`src/rtl/exc_pkg.sv`:
```
package exc_pkg;

  localparam int STATUS_W  = 14;
  localparam int MODE_W    = 5;
  localparam int NUM_SLOTS = 6;
  localparam int SLOT_W    = $clog2(NUM_SLOTS);

  localparam logic [MODE_W-1:0] MODE_USR = 5'b10000;
  localparam logic [MODE_W-1:0] MODE_FIQ = 5'b10001;
  localparam logic [MODE_W-1:0] MODE_IRQ = 5'b10010;
  localparam logic [MODE_W-1:0] MODE_SUP = 5'b10011;
  localparam logic [MODE_W-1:0] MODE_ABT = 5'b10111;
  localparam logic [MODE_W-1:0] MODE_UND = 5'b11011;
  localparam logic [MODE_W-1:0] MODE_MON = 5'b10110;

  typedef enum logic [2:0] {
    EXC_RST  = 3'd0,
    EXC_UND  = 3'd1,
    EXC_SCALL = 3'd2,
    EXC_PABT = 3'd3,
    EXC_DABT = 3'd4,
    EXC_IRQ  = 3'd5,
    EXC_FIQ  = 3'd6
  } excKindT;

  typedef enum logic [1:0] {
    ISA_PRIMARY  = 2'd0,
    ISA_COMPACT  = 2'd1,
    ISA_BYTECODE = 2'd2
  } isaT;

  typedef struct packed {
    logic [3:0]        flags;
    logic              jBit;
    logic              aMask;
    logic              iMask;
    logic              fMask;
    logic              tBit;
    logic [MODE_W-1:0] mode;
  } statusT;

  typedef struct packed {
    logic              enter;
    logic              doLink;
    logic              ret;
    logic [MODE_W-1:0] tgtMode;
    logic [4:0]        vecOff;
    logic [3:0]        linkOff;
    logic              setA;
    logic              setF;
    logic [SLOT_W-1:0] entSlot;
    logic [SLOT_W-1:0] retSlot;
  } ctlStrobeT;

  // Maps an exception mode to its saved-status slot; bit SLOT_W flags a hit.
  function automatic logic [SLOT_W:0] slotOf(logic [MODE_W-1:0] m);
    case (m)
      MODE_FIQ: return {1'b1, SLOT_W'(0)};
      MODE_IRQ: return {1'b1, SLOT_W'(1)};
      MODE_SUP: return {1'b1, SLOT_W'(2)};
      MODE_ABT: return {1'b1, SLOT_W'(3)};
      MODE_UND: return {1'b1, SLOT_W'(4)};
      MODE_MON: return {1'b1, SLOT_W'(5)};
      default:  return '0;
    endcase
  endfunction

endpackage

```
`src/rtl/exc_ctl.sv`:
```
module exc_ctl
  import exc_pkg::*;
(
  input  logic              excReq,
  input  logic [2:0]        excKind,
  input  logic              abtExternal,
  input  logic [1:0]        isaState,
  input  logic [2:0]        routeCtl,
  input  logic              retStrobe,
  input  logic [MODE_W-1:0] curMode,
  output ctlStrobeT         strobes
);

  logic              accept;
  logic              compact;
  logic              extRoute;
  logic [SLOT_W:0]   entHit;
  logic [SLOT_W:0]   retHit;

  assign accept   = excReq && (excKind != 3'd7);
  assign compact  = (isaState == ISA_COMPACT);
  assign extRoute = abtExternal && routeCtl[2];
  assign retHit   = slotOf(curMode);

  always_comb begin
    strobes         = '0;
    strobes.enter   = accept;
    strobes.doLink  = accept && (excKind != EXC_RST);
    // a request this cycle takes precedence over a return
    strobes.ret     = !accept && retStrobe && retHit[SLOT_W];
    strobes.retSlot = retHit[SLOT_W-1:0];
    case (excKind)
      EXC_RST: begin
        strobes.tgtMode = MODE_SUP;
        strobes.vecOff  = 5'h00;
        strobes.setA    = 1'b1;
        strobes.setF    = 1'b1;
      end
      EXC_UND: begin
        strobes.tgtMode = MODE_UND;
        strobes.vecOff  = 5'h04;
        strobes.linkOff = compact ? 4'd2 : 4'd4;
      end
      EXC_SCALL: begin
        strobes.tgtMode = MODE_SUP;
        strobes.vecOff  = 5'h08;
        strobes.linkOff = compact ? 4'd2 : 4'd4;
      end
      EXC_PABT: begin
        strobes.tgtMode = extRoute ? MODE_MON : MODE_ABT;
        strobes.vecOff  = 5'h0C;
        strobes.linkOff = 4'd4;
        strobes.setA    = 1'b1;
      end
      EXC_DABT: begin
        strobes.tgtMode = extRoute ? MODE_MON : MODE_ABT;
        strobes.vecOff  = 5'h10;
        strobes.linkOff = 4'd8;
        strobes.setA    = 1'b1;
      end
      EXC_IRQ: begin
        strobes.tgtMode = routeCtl[1] ? MODE_MON : MODE_IRQ;
        strobes.vecOff  = 5'h18;
        strobes.linkOff = 4'd4;
        strobes.setA    = 1'b1;
      end
      EXC_FIQ: begin
        strobes.tgtMode = routeCtl[0] ? MODE_MON : MODE_FIQ;
        strobes.vecOff  = 5'h1C;
        strobes.linkOff = 4'd4;
        strobes.setF    = 1'b1;
      end
      default: begin
        strobes.tgtMode = MODE_SUP;
      end
    endcase
    entHit          = slotOf(strobes.tgtMode);
    strobes.entSlot = entHit[SLOT_W-1:0];
  end

endmodule

```
`src/rtl/exc_dp.sv`:
```
module exc_dp
  import exc_pkg::*;
#(
  parameter int                ADDR_W   = 32,
  parameter logic [ADDR_W-1:0] VEC_BASE = '0
) (
  input  logic              clk,
  input  logic              rstN,
  input  ctlStrobeT         strobes,
  input  logic              excReq,
  input  logic              retStrobe,
  input  logic [ADDR_W-1:0] curPc,
  input  statusT            curStatus,
  input  logic [ADDR_W-1:0] retAddr,
  output logic              pcLoad,
  output logic [ADDR_W-1:0] pcNext,
  output logic              linkWrEn,
  output logic [MODE_W-1:0] linkMode,
  output logic [ADDR_W-1:0] linkData,
  output logic              savedWrEn,
  output logic [MODE_W-1:0] savedMode,
  output statusT            savedData,
  output logic              statusWrEn,
  output statusT            statusReg
);

  localparam statusT RESET_STATUS = '{flags: 4'h0, jBit: 1'b0, aMask: 1'b1,
                                      iMask: 1'b1, fMask: 1'b1, tBit: 1'b0,
                                      mode: MODE_SUP};

  logic [NUM_SLOTS-1:0][STATUS_W-1:0] bankFlat;
  statusT entryStatus;
  statusT retStatus;

  for (genvar g = 0; g < NUM_SLOTS; g++) begin : g_bank
    statusT slotReg;
    always_ff @(posedge clk or negedge rstN) begin
      if (!rstN) begin
        slotReg <= '0;
      end else if (strobes.doLink && (strobes.entSlot == SLOT_W'(g))) begin
        slotReg <= curStatus;
      end
    end
    assign bankFlat[g] = slotReg;
  end

  assign retStatus = statusT'(bankFlat[strobes.retSlot]);

  always_comb begin
    entryStatus       = curStatus;
    entryStatus.mode  = strobes.tgtMode;
    entryStatus.tBit  = 1'b0;
    entryStatus.jBit  = 1'b0;
    entryStatus.iMask = 1'b1;
    entryStatus.aMask = curStatus.aMask | strobes.setA;
    entryStatus.fMask = curStatus.fMask | strobes.setF;
  end

  always_ff @(posedge clk or negedge rstN) begin
    if (!rstN) begin
      pcLoad     <= 1'b1;
      pcNext     <= VEC_BASE;
      statusWrEn <= 1'b1;
      statusReg  <= RESET_STATUS;
      linkWrEn   <= 1'b0;
      linkMode   <= '0;
      linkData   <= '0;
      savedWrEn  <= 1'b0;
      savedMode  <= '0;
      savedData  <= '0;
    end else begin
      pcLoad     <= 1'b0;
      statusWrEn <= 1'b0;
      linkWrEn   <= 1'b0;
      savedWrEn  <= 1'b0;
      if (strobes.enter) begin
        pcLoad     <= 1'b1;
        pcNext     <= VEC_BASE + ADDR_W'(strobes.vecOff);
        statusWrEn <= 1'b1;
        statusReg  <= entryStatus;
        linkWrEn   <= strobes.doLink;
        linkMode   <= strobes.tgtMode;
        linkData   <= curPc + ADDR_W'(strobes.linkOff);
        savedWrEn  <= strobes.doLink;
        savedMode  <= strobes.tgtMode;
        savedData  <= curStatus;
      end else if (strobes.ret) begin
        pcLoad     <= 1'b1;
        pcNext     <= retAddr;
        statusWrEn <= 1'b1;
        statusReg  <= retStatus;
      end
    end
  end

  // handler always starts in primary state with IRQ masked
  a_r6_entry_primary: assert property (@(posedge clk) disable iff (!rstN)
    linkWrEn |-> (!statusReg.tBit && !statusReg.jBit && statusReg.iMask));

  // link and saved-status writes travel together into one mode
  a_r5_link_save_pair: assert property (@(posedge clk) disable iff (!rstN)
    linkWrEn |-> (savedWrEn && pcLoad && statusWrEn && linkMode == savedMode));

  // a link write always stems from the request sampled one edge earlier
  a_r12_link_origin: assert property (@(posedge clk) disable iff (!rstN)
    linkWrEn |-> $past(excReq));

  // vector fetches stay word aligned
  a_r2_vec_aligned: assert property (@(posedge clk) disable iff (!rstN)
    (pcLoad && linkWrEn) |-> (pcNext[1:0] == 2'b00));

  // an accepted return loads the supplied address and writes no link
  a_r8_return_pc: assert property (@(posedge clk) disable iff (!rstN)
    $past(strobes.ret) |-> (pcLoad && statusWrEn && !linkWrEn && pcNext == $past(retAddr)));

  // a return from user mode raises nothing
  a_r9_user_return: assert property (@(posedge clk) disable iff (!rstN)
    ($past(rstN) && $past(retStrobe) && !$past(excReq) && $past(curStatus.mode) == MODE_USR)
      |-> (!pcLoad && !statusWrEn));

endmodule

```
`src/rtl/exc_ctrl_top.sv`:
```
module exc_ctrl_top
  import exc_pkg::*;
#(
  parameter int                ADDR_W   = 32,
  parameter logic [ADDR_W-1:0] VEC_BASE = '0
) (
  input  logic                clk,
  input  logic                rstN,
  input  logic                excReq,
  input  logic [2:0]          excKind,
  input  logic                abtExternal,
  input  logic [ADDR_W-1:0]   curPc,
  input  logic [STATUS_W-1:0] curStatus,
  input  logic [1:0]          isaState,
  input  logic [2:0]          routeCtl,
  input  logic                retStrobe,
  input  logic [ADDR_W-1:0]   retAddr,
  output logic                pcLoad,
  output logic [ADDR_W-1:0]   pcNext,
  output logic                linkWrEn,
  output logic [MODE_W-1:0]   linkMode,
  output logic [ADDR_W-1:0]   linkData,
  output logic                savedWrEn,
  output logic [MODE_W-1:0]   savedMode,
  output logic [STATUS_W-1:0] savedData,
  output logic                statusWrEn,
  output logic [STATUS_W-1:0] statusOut
);

  ctlStrobeT strobes;
  statusT    curStat;
  statusT    savedStat;
  statusT    newStat;

  assign curStat   = statusT'(curStatus);
  assign savedData = savedStat;
  assign statusOut = newStat;

  exc_ctl i_ctl (
    .excReq      (excReq),
    .excKind     (excKind),
    .abtExternal (abtExternal),
    .isaState    (isaState),
    .routeCtl    (routeCtl),
    .retStrobe   (retStrobe),
    .curMode     (curStat.mode),
    .strobes     (strobes)
  );

  exc_dp #(
    .ADDR_W   (ADDR_W),
    .VEC_BASE (VEC_BASE)
  ) i_dp (
    .clk        (clk),
    .rstN       (rstN),
    .strobes    (strobes),
    .excReq     (excReq),
    .retStrobe  (retStrobe),
    .curPc      (curPc),
    .curStatus  (curStat),
    .retAddr    (retAddr),
    .pcLoad     (pcLoad),
    .pcNext     (pcNext),
    .linkWrEn   (linkWrEn),
    .linkMode   (linkMode),
    .linkData   (linkData),
    .savedWrEn  (savedWrEn),
    .savedMode  (savedMode),
    .savedData  (savedStat),
    .statusWrEn (statusWrEn),
    .statusReg  (newStat)
  );

endmodule

```
`config.mk`:
```
export PLATFORM = sky130hd
export DESIGN_NAME = exc_ctrl_top
export DESIGN_NICKNAME = d
export VERILOG_FILES = /design/src/rtl/exc_pkg.sv /design/src/rtl/exc_ctl.sv /design/src/rtl/exc_dp.sv /design/src/rtl/exc_ctrl_top.sv
export SDC_FILE = /design/constraint.sdc
export NUM_CORES = 1
export LEC_CHECK = 0
export BUFFER_PORTS_ARGS = -buffer_cell sky130_fd_sc_hd__buf_2
export CAP_MARGIN = 5
export CELL_PAD_IN_SITES_DETAIL_PLACEMENT = 0
export CELL_PAD_IN_SITES_GLOBAL_PLACEMENT = 1
export CORE_ASPECT_RATIO = 0.8
export CORE_MARGIN = 4
export CORE_UTILIZATION = 30
export DETAILED_ROUTE_END_ITERATION = 7
export PLACE_DENSITY = 0.63
export SKIP_CTS_REPAIR_TIMING = 1
export SLEW_MARGIN = 30
export SYNTH_ARGS = -nofsm -noshare
export SYNTH_HDL_FRONTEND = slang
export SYNTH_SLANG_ARGS = --single-unit
```
`constraint.sdc`:
```
create_clock -name clk -period 3.6 [get_ports clk]
set_input_delay 0.36 -clock clk [delete_from_list [all_inputs] [get_ports clk]]
set_output_delay 0.36 -clock clk [all_outputs]
set_load 0.005 [all_outputs]
```
==> results of run 1 <==
## metal layers
layer / global-route usage / wire (µm)
met3: 0.03269 / 1089
met1: 0.2416 / 12680
met4: 0.03817 / 262
met2: 0.2438 / 11660
met5: 0 / 12
## layout make-up
class	instances	share of cell area
Sequential cell	183	0.4320
Timing Repair Buffer	213	0.1064
Multi-Input combinational cell	566	0.3556
Clock inverter	14	0.01614
Inverter	14	0.004948
Clock buffer	18	0.04135
Tap cell	370	0.04359
## synthesized netlist by cell type (all sizes together), types with 11 or more instances
cell / number / area share
mux2i: 20 / 0.023
mux2: 88 / 0.11
a21oi: 40 / 0.023
nand3: 24 / 0.014
xor2: 11 / 0.011
buf: 39 / 0.027
inv: 14 / 0.0060
clkbuf: 17 / 0.0073
o21ai: 52 / 0.030
nor2: 20 / 0.0089
xnor2: 14 / 0.014
nand4: 13 / 0.011
nand2: 161 / 0.070
dfrtp: 176 / 0.51
## worst reg2reg max path: stages, from the launching register on
cell       delay [ns]
dfrtp_1          0.38
mux2_2           0.27
a2111oi_0        0.43
buf_4            0.19
o21ai_1          0.07
## power groups by stage
stage	Clock (mW)	Sequential [mW]	Combinational, mW
after floorplan	0	2.58	0.547
after global placement	0	2.61	0.904
after detailed placement	0	2.62	0.915
after CTS	2.04	2.58	0.917
after global routing	2.13	2.62	1.01
final	1.98	2.58	0.898
## state kept, by name (all words and copies together), names as in the netlist
signal / cells
i_dp.bankFlat: 84
i_dp.linkData: 32
i_dp.linkMode: 5
i_dp.linkWrEn: 1
i_dp.pcLoad: 1
i_dp.pcNext: 32
i_dp.savedData: 14
i_dp.statusReg: 14
## cell families after synthesis
family,after synthesis,synth area share
AND/OR/NAND/NOR,279,0.1557
flip-flops,183,0.5277
AO/OA/AOI/OAI,149,0.1065
multiplexers,108,0.1370
buffers and inverters,70,0.04001
XOR/XNOR,25,0.02518
adder cells (fa/ha/maj),5,0.007915
## path summary, 6_finish.rpt
| path | end | cells past startpoint |
|---|---|---|
| max reg2reg | i_dp.statusReg[2] | 4 |
| max | i_dp.linkData[24] | 11 |
| min reg2reg | i_dp.savedData[0] | 2 |
| min | i_dp.savedData[5] | 1 |
| max in group asynchronous | i_dp.bankFlat[71] | 2 |
| min in group clk | i_dp.linkData[0] | 3 |
==> reports/metrics.yaml, run 1 <==
p_total_mw: 5.455
worst_path_max_delay_cell: "nor2_1"
antenna_found_initial: 1
num_vias: 6735
fmax_mhz: 391.5
rsz0062_at_grt: "false"
cts_root_buffer: "clkbuf_16"
maxCapViolCount: 0
ys_seq_area_frac: 0.5277
core-area_mm2: 0.02842
path_cells: "buf_2 > inv_1 > nor2_1 > or3_1 > inv_1 > ha_1 > a211oi_1 > nor2_1 > nand3_1 > or3_1 > nand3_1"
relSlewSlack: 0.3450
grt_first_pass_wirelength_um: 40330
areaGrowthSynthToFinish_pct: 22.15
crit_fanout: 12
die_x_um: 198.3
crit_buf_inv: 3
synth_edf_count: 0
rows: 55
timing.final.ws_setup_ns: 1.046
portBuffers: 196
cell_internal_pwr_mw: 3.970
clk_latency_ns: 0.44
fin_worst_skew_ns: 0.009238
h-tree-depth: 4
crit_start: "excKind[2]"
ys.flop_type: "dfrtp_1"
r2r_slack_ns: 2.14
die_area_mm2: 0.03179
dp_worst_setup_slack_ns: 0.6242
synthArstFlopShare: 1.000
gr-total-overflow: 0
power_switching_mw: 1.485
cts_max_path_buffers: 2
worst_pin_slew_ns: 0.9815
comb_power_share: 0.165
worstPathRequired_ns: 3.97
end_kind: "flop"
fill_cells: 2904
cp_top_family: "simple AND/OR/NAND/NOR gates"
ant_nets: 0
initial_utilization: 0.3059
cp-start-kind: "input port"
grt_max_degree: 84
clkTransAtPathRegs_ns: 0.07
path_class: "in -> reg"
slew_violations: 0
cts_made_buffers: 17
ys_ff_latch: 183
multiInputGateArea_mm2: 0.003776
irDropWorstVdd_v: 0.0003259
p_leak_nw: 4.949
drive_gt1_frac: 0.3502
synthCells: 819
syn_area_per_cell_um2: 10.62
worstPathArrival_ns: 2.93
diodes: 0
cpPeakStageDelay_ns: 0.60
stdcell_area_mm2: 0.01062
failed_checks: "hold timing"
vias_per_cell: 4.888
gp_congestion: 0.7684
final_cell_mix: "195 x buf_2, 176 x dfrtp_1, 159 x nand2_1"
fin_setup_tns_ns: 0
wl_per_cell_um: 18.65
drt-pass1-iter-count: 5
whs_ns: -0.02408
r2r-start: "i_dp.bankFlat[58]"
final_common_cell: "buf_2"
seqCellArea_mm2: 0.004588
setup_viol: 0
die_height_um: 160.3
min_path_type: "in -> async"
p_sw_frac: 0.2722
fin_util: 0.3737
stdcell_count: 1378
seqPwrFrac: 0.473
route.detailed.drc: 0
routed_wl_um: 25710
pin_count: 197
post_dp_cell_area_mm2: 0.01001
fin_nets: 1090
yosys_warnings: 0
cts_tree: "built"
synth_cell_types: 73
fin_crit_ns: 2.554
status: "complete, but fails checks"
clkPwrFrac: 0.363
post-place-cells: 1346
finalHoldViolCount: 6
place_hpwl_um: 17760
clkSinkCount: 183
grt_pass1_vias: 6518
drtIter0Drc: 311
syn-num-nets: 914
grt_use_total: 0.1626
powerDensity_mw_per_mm2: 513.6
period_share: 0.7095
synth.cell_area_mm2: 0.008695
Note: power is estimated with default switching activity, not from simulation.
==> run 2, diff against run 1 <==
==> constraint.sdc (replaced) <==
create_clock -name clk -period 2.5 [get_ports clk]
set_input_delay 0.25 -clock clk [delete_from_list [all_inputs] [get_ports clk]]
set_output_delay 0.25 -clock clk [all_outputs]
set_load 0.005 [all_outputs]
==> run 2 against run 1 <==
Compared with the run above: the run now ends clean; global-route usage up 0.093 points; cell count up 2.2%; first-iteration DRC count down 10%; largest cell class unchanged; die area unchanged; critical path depth up 2; worst hold slack better by 0.044 ns; power up 41%; clock-buffer cell count up 3; sequential power up 44%.
==> reports/metrics.yaml, run 2 (same netlist as run 1, synthesis figures left out) <==
status: "finished clean"
fin_worst_skew_ns: 0.008903  # -0.0003357 ns
final_common_cell: "buf_2"
cts_tree: "built"
fin_crit_ns: 2.053
cts_made_buffers: 17  # unchanged
post-place-cells: 1375  # +2.2%
vias_per_cell: 4.842  # -0.92%
post_dp_cell_area_mm2: 0.01027  # +2.7%
maxCapViolCount: 0  # unchanged
crit_fanout: 8  # -4
worstPathRequired_ns: 2.85  # -1.12 ns
end_kind: "flop"
final_cell_mix: "195 x buf_2, 176 x dfrtp_1, 159 x nand2_1"
r2r-start: "i_dp.bankFlat[58]"
p_leak_nw: 5.094  # +2.9%
fmax_mhz: 487.1
cp_common_cell: "buf_4"
clkTransAtPathRegs_ns: 0.07  # about the same
areaGrowthSynthToFinish_pct: 24.74
drt-pass1-iter-count: 5  # unchanged
cpPeakStageDelay_ns: 0.44  # -0.16 ns
powerDensity_mw_per_mm2: 708.9  # +38%
cts_max_path_buffers: 2  # unchanged
largest_reg_flops: 84  # unchanged
place_hpwl_um: 18130  # +2.1%
clkSinkCount: 183  # unchanged
cp_top_family: "simple AND/OR/NAND/NOR gates"
hold_end: "i_dp.linkData[0]"
grt_max_degree: 66  # -21%
grt_first_pass_wirelength_um: 40660  # +0.82%
path_cells: "buf_2 > nand2_1 > nor2_1 > or3_1 > fa_1 > nor2b_1 > buf_4 > buf_4 > o21a_1 > buf_4 > nand4_1 > xor2_1 > o21ai_0"
num_vias: 6818  # +1.2%
clk_latency_ns: 0.43  # about the same
setup_viol: 0  # unchanged
cts_root_buffer: "clkbuf_16"
pin_count: 197  # unchanged
fill_cells: 2896  # -0.28%
worst_pin_slew_ns: 0.7051  # -0.2763 ns
min-delay-start: "curPc[0]"
stdcell_count: 1408  # +2.2%
rr_endpoint: "i_dp.statusReg[2]"
portBuffers: 196  # unchanged
initial_utilization: 0.3059  # unchanged
grt_pass1_vias: 6702  # +2.8%
h-tree-depth: 4  # unchanged
stdcell_area_mm2: 0.01085  # +2.1%
route.detailed.drc: 0  # unchanged
reg2regPathDepth: 4  # unchanged
gr-total-overflow: 0  # unchanged
finalHoldViolCount: 0  # -6
cp-start-kind: "input port"
worstPathArrival_ns: 2.41  # -0.52 ns
core-area_mm2: 0.02842  # unchanged
holdPathStages: 3
die_height_um: 160.3  # unchanged
slew_violations: 0  # unchanged
fin_nets: 1120  # +2.8%
crit_buf_inv: 4  # +1
path_class: "in -> reg"
drive_gt1_frac: 0.3651  # +0.01493
grt_use_total: 0.1635  # +0.0009310
path_depth: 13  # +2
die_area_mm2: 0.03179  # unchanged
irDropWorstVdd_v: 0.0004811  # +48%
min_path_type: "in -> reg"
drtIter0Drc: 280  # -10%
gp_congestion: 0.7895  # +2.7%
routed_wl_um: 25930  # +0.89%
worst_path_max_delay_cell: "fa_1"
period_share: 0.8212
die_x_um: 198.3  # unchanged
rsz0062_at_grt: "false"
ant_nets: 0  # unchanged
diodes: 0  # unchanged
antenna_found_initial: 1  # unchanged
relSlewSlack: 0.5178  # +0.1728
r2r_slack_ns: 0.78  # -1.36 ns
wl_per_cell_um: 18.42  # -1.3%
rows: 55  # unchanged
run 2: cell types whose count changed in the layout (fill, tap and decap cells not counted), sizes merged, moves of 2 or more:
cell | before | now
buf | 212 | 241
clkbuf | 19 | 22
clkinv | 4 | 7
inv | 18 | 15
bufinv | 3 | 1
run 2: worst max-delay path by stage:
| stage | startpoint | end | slack [ns] |
|---|---|---|---|
| 2_1_floorplan | excKind[2] | i_dp.linkData[25] | 0.09 |
| 4_1_cts | excKind[1] | i_dp.linkData[11] | 0.44 |
| 3_3_place_gp | excKind[1] | i_dp.linkData[11] | 0.02 |
| 3_5_place_dp | excKind[1] | i_dp.linkData[11] | -0.02 |
| 6_report | excKind[1] | i_dp.linkData[11] | 0.45 |
| 5_1_grt | excKind[1] | i_dp.linkData[11] | 0.25 |
run 2: routing by layer:
layer / vias up / global-route usage / part of all wire
met5: - / 0 / 0.00050
met1: 3347 / 0.2399 / 0.49
met2: 154 / 0.2509 / 0.45
li1: 3303 / - / -
met3: 12 / 0.03312 / 0.050
met4: 2 / 0.03379 / 0.0069
run 2: through the flow:
step	power [mW]	hold slack (ns)	setup slack [ns]	util	setup TNS, ns
2_1_floorplan	4.508	-0.04559	0.08910	-	0
3_3_place_gp	5.099	0.2967	0.02051	0.3615	0
3_5_place_dp	5.129	0.2984	-0.01682	0.3615	-0.02685
4_1_cts	7.803	-0.1750	0.4401	0.3812	0
5_1_grt	8.125	0.01782	0.2458	0.3816	0
6_report	7.689	0.01994	0.4470	0.3816	0
run 2: layout make-up:
class                           instances  area [µm²]  share of cell area
Timing Repair Buffer                  243        1408              0.1298
Clock buffer                           21       460.4             0.04246
Clock inverter                         11       100.1            0.009229
Sequential cell                       183        4588              0.4231
Tap cell                              370       462.9             0.04269
Multi-Input combinational cell        566        3774              0.3479
Inverter                               14       52.55            0.004845
run 2: worst register-to-register path: stages, from the launching register on:
cell and delay (ns):
dfrtp_1 0.39, mux2_2 0.26, a2111oi_0 0.67, buf_4 0.22, o21ai_1 0.07
run 2: report_power, final:
part | switching (mW) | internal (mW)
clock network | 1.21 | 1.43
registers | 0.250 | 3.47
logic | 0.657 | 0.677
==> run 3, diff against run 2 <==
--- a/config.mk
+++ b/config.mk
@@ -13,7 +13,7 @@
 export CORE_MARGIN = 4
 export CORE_UTILIZATION = 30
 export DETAILED_ROUTE_END_ITERATION = 7
-export PLACE_DENSITY = 0.63
+export PLACE_DENSITY = 0.66
 export SKIP_CTS_REPAIR_TIMING = 1
 export SLEW_MARGIN = 30
 export SYNTH_ARGS = -nofsm -noshare
==> constraint.sdc (replaced) <==
create_clock -name clk -period 1.8 [get_ports clk]
set_input_delay 0.18 -clock clk [delete_from_list [all_inputs] [get_ports clk]]
set_output_delay 0.18 -clock clk [all_outputs]
set_load 0.005 [all_outputs]
==> run 3 against run 2 <==
Compared with the run above: utilization up 3.6 points; highest routed layer is now met4; cell count rose by 5.2%; first-iteration DRC count up 19%; die area is the same; cell area is 9.4% higher; worst setup slack lost 0.37 ns; sequential power is 39% higher; register-to-register slack worse by 0.70 ns; critical path depth decreased by 9; largest cell class unchanged; largest power group unchanged.
==> reports/metrics.yaml, run 3 (same netlist as run 1, synthesis figures left out) <==
largest_reg_flops: 84  # unchanged
drt-pass1-iter-count: 4  # -1
p_sw_frac: 0.2925  # +0.01714
place_hpwl_um: 19380  # +6.9%
min_path_type: "in -> reg"
end_kind: "flop"
routed_wl_um: 26860  # +3.6%
initial_utilization: 0.3059  # unchanged
post-place-cells: 1411  # +2.6%
route.detailed.drc: 0  # unchanged
stdcell_area_mm2: 0.01186  # +9.4%
relSlewSlack: 0.5013  # -0.01641
dp_worst_setup_slack_ns: -0.5156  # -0.4987 ns
seqPwrFrac: 0.469  # -0.014
clkPwrFrac: 0.342  # about the same
p_total_mw: 11.00  # +43%
final_common_cell: "buf_2"
cell_internal_pwr_mw: 7.780  # +40%
timing.final.ws_setup_ns: 0.07904  # -0.3679 ns
drtIter0Drc: 334  # +19%
period_share: 0.9561
cts_made_buffers: 17  # unchanged
gp_congestion: 0.7996  # +1.3%
rsz0062_at_grt: "true"
portBuffers: 196  # unchanged
fmax_mhz: 581.1
h-tree-depth: 4  # unchanged
worstPathRequired_ns: 2.12  # -0.73 ns
num_vias: 7204  # +5.7%
slew_violations: 0  # unchanged
cts_max_path_buffers: 2  # unchanged
cts_root_buffer: "clkbuf_16"
rows: 55  # unchanged
fin_nets: 1192  # +6.4%
antenna_found_initial: 0  # -1
fin_util: 0.4173  # +0.03570
p_leak_nw: 5.539  # +8.7%
crit_fanout: 2  # -6
ant_nets: 0  # unchanged
die_x_um: 198.3  # unchanged
clkSinkCount: 183  # unchanged
irDropWorstVdd_v: 0.0007405  # +54%
worstPathArrival_ns: 2.04  # -0.37 ns
path_class: "reg -> reg"
grt_max_degree: 47  # -29%
areaGrowthSynthToFinish_pct: 36.41
post_dp_cell_area_mm2: 0.01078  # +4.9%
final_cell_mix: "191 x buf_2, 176 x dfrtp_1, 157 x nand2_1"
drive_gt1_frac: 0.4063  # +0.04118
cp-start-kind: "flop"
grt_pass1_vias: 7057  # +5.3%
gr-total-overflow: 0  # unchanged
whs_ns: 0.004006  # -0.01593 ns
setup_viol: 0  # unchanged
die_area_mm2: 0.03179  # unchanged
core-area_mm2: 0.02842  # unchanged
wl_per_cell_um: 18.13  # -1.5%
grt_first_pass_wirelength_um: 41770  # +2.7%
grt_use_total: 0.1667  # +0.003214
cts_tree: "built"
finalHoldViolCount: 0  # unchanged
fin_setup_tns_ns: 0  # unchanged
pin_count: 197  # unchanged
clk_latency_ns: 0.45  # +0.02 ns
worst_pin_slew_ns: 0.7291  # +0.02399 ns
fin_worst_skew_ns: 0.01569  # +0.006788 ns
comb_power_share: 0.189  # +0.015
maxCapViolCount: 0  # unchanged
powerDensity_mw_per_mm2: 927.2  # +31%
power_switching_mw: 3.216  # +52%
fin_crit_ns: 1.721
stdcell_count: 1481  # +5.2%
die_height_um: 160.3  # unchanged
clkTransAtPathRegs_ns: 0.09  # +0.02 ns
status: "finished clean"
fill_cells: 2837  # -2.0%
vias_per_cell: 4.864  # +0.45%
## run 3: final cells by class
cell class | count | area, µm² | area share
inverter | 14 | 52.55 | 0.004431
clock inverter | 15 | 157.7 | 0.01329
timing repair buffer | 315 | 2216 | 0.1868
tap | 370 | 462.9 | 0.03903
sequential | 183 | 4588 | 0.3869
antenna | 1 | 2.502 | 0.0002110
multi-input combinational | 566 | 3955 | 0.3335
clock buffer | 17 | 425.4 | 0.03587
## run 3: worst max-delay path: stages (launching register included)
cell and delay (ns):
dfrtp_1 0.38, mux2_2 0.26, a2111oi_0 0.69, buf_4 0.22
o21ai_1 0.06
## run 3: metal layers
layer / routed length (µm) / share of wire / up-vias / GRT usage
met5: 0 / 0 / - / 0
met4: 186 / 0.0069 / 0 / 0.03191
met3: 1663 / 0.062 / 15 / 0.03417
met2: 12030 / 0.45 / 204 / 0.2492
met1: 12980 / 0.48 / 3528 / 0.2512
li1: - / - / 3457 / -
## run 3: power groups by stage
stage          Sequential [mW]  Clock (mW)  Combinational (mW)
2_1_floorplan             5.17           0                1.12
3_3_place_gp              5.22           0                1.98
3_5_place_dp              5.24           0                2.01
4_1_cts                   5.17        3.87                2.02
5_1_grt                   5.25        4.07                2.31
6_report                  5.16        3.76                2.08
## run 3: final timing paths
kind / from / endpoint / slack [ns] / depth (start not counted)
hold reg to reg: i_dp.savedData[0] / i_dp.savedData[0] / 0.47 / 2
setup reg to reg: i_dp.bankFlat[58] / i_dp.statusReg[2] / 0.08 / 4
min in group asynchronous: rstN / i_dp.linkData[29] / 0.25 / 2
max in group asynchronous: rstN / i_dp.statusReg[7] / 0.86 / 3
hold / removal: curStatus[9] / i_dp.savedData[9] / 0.004 / 3
setup / recovery: i_dp.bankFlat[58] / i_dp.statusReg[2] / 0.08 / 4
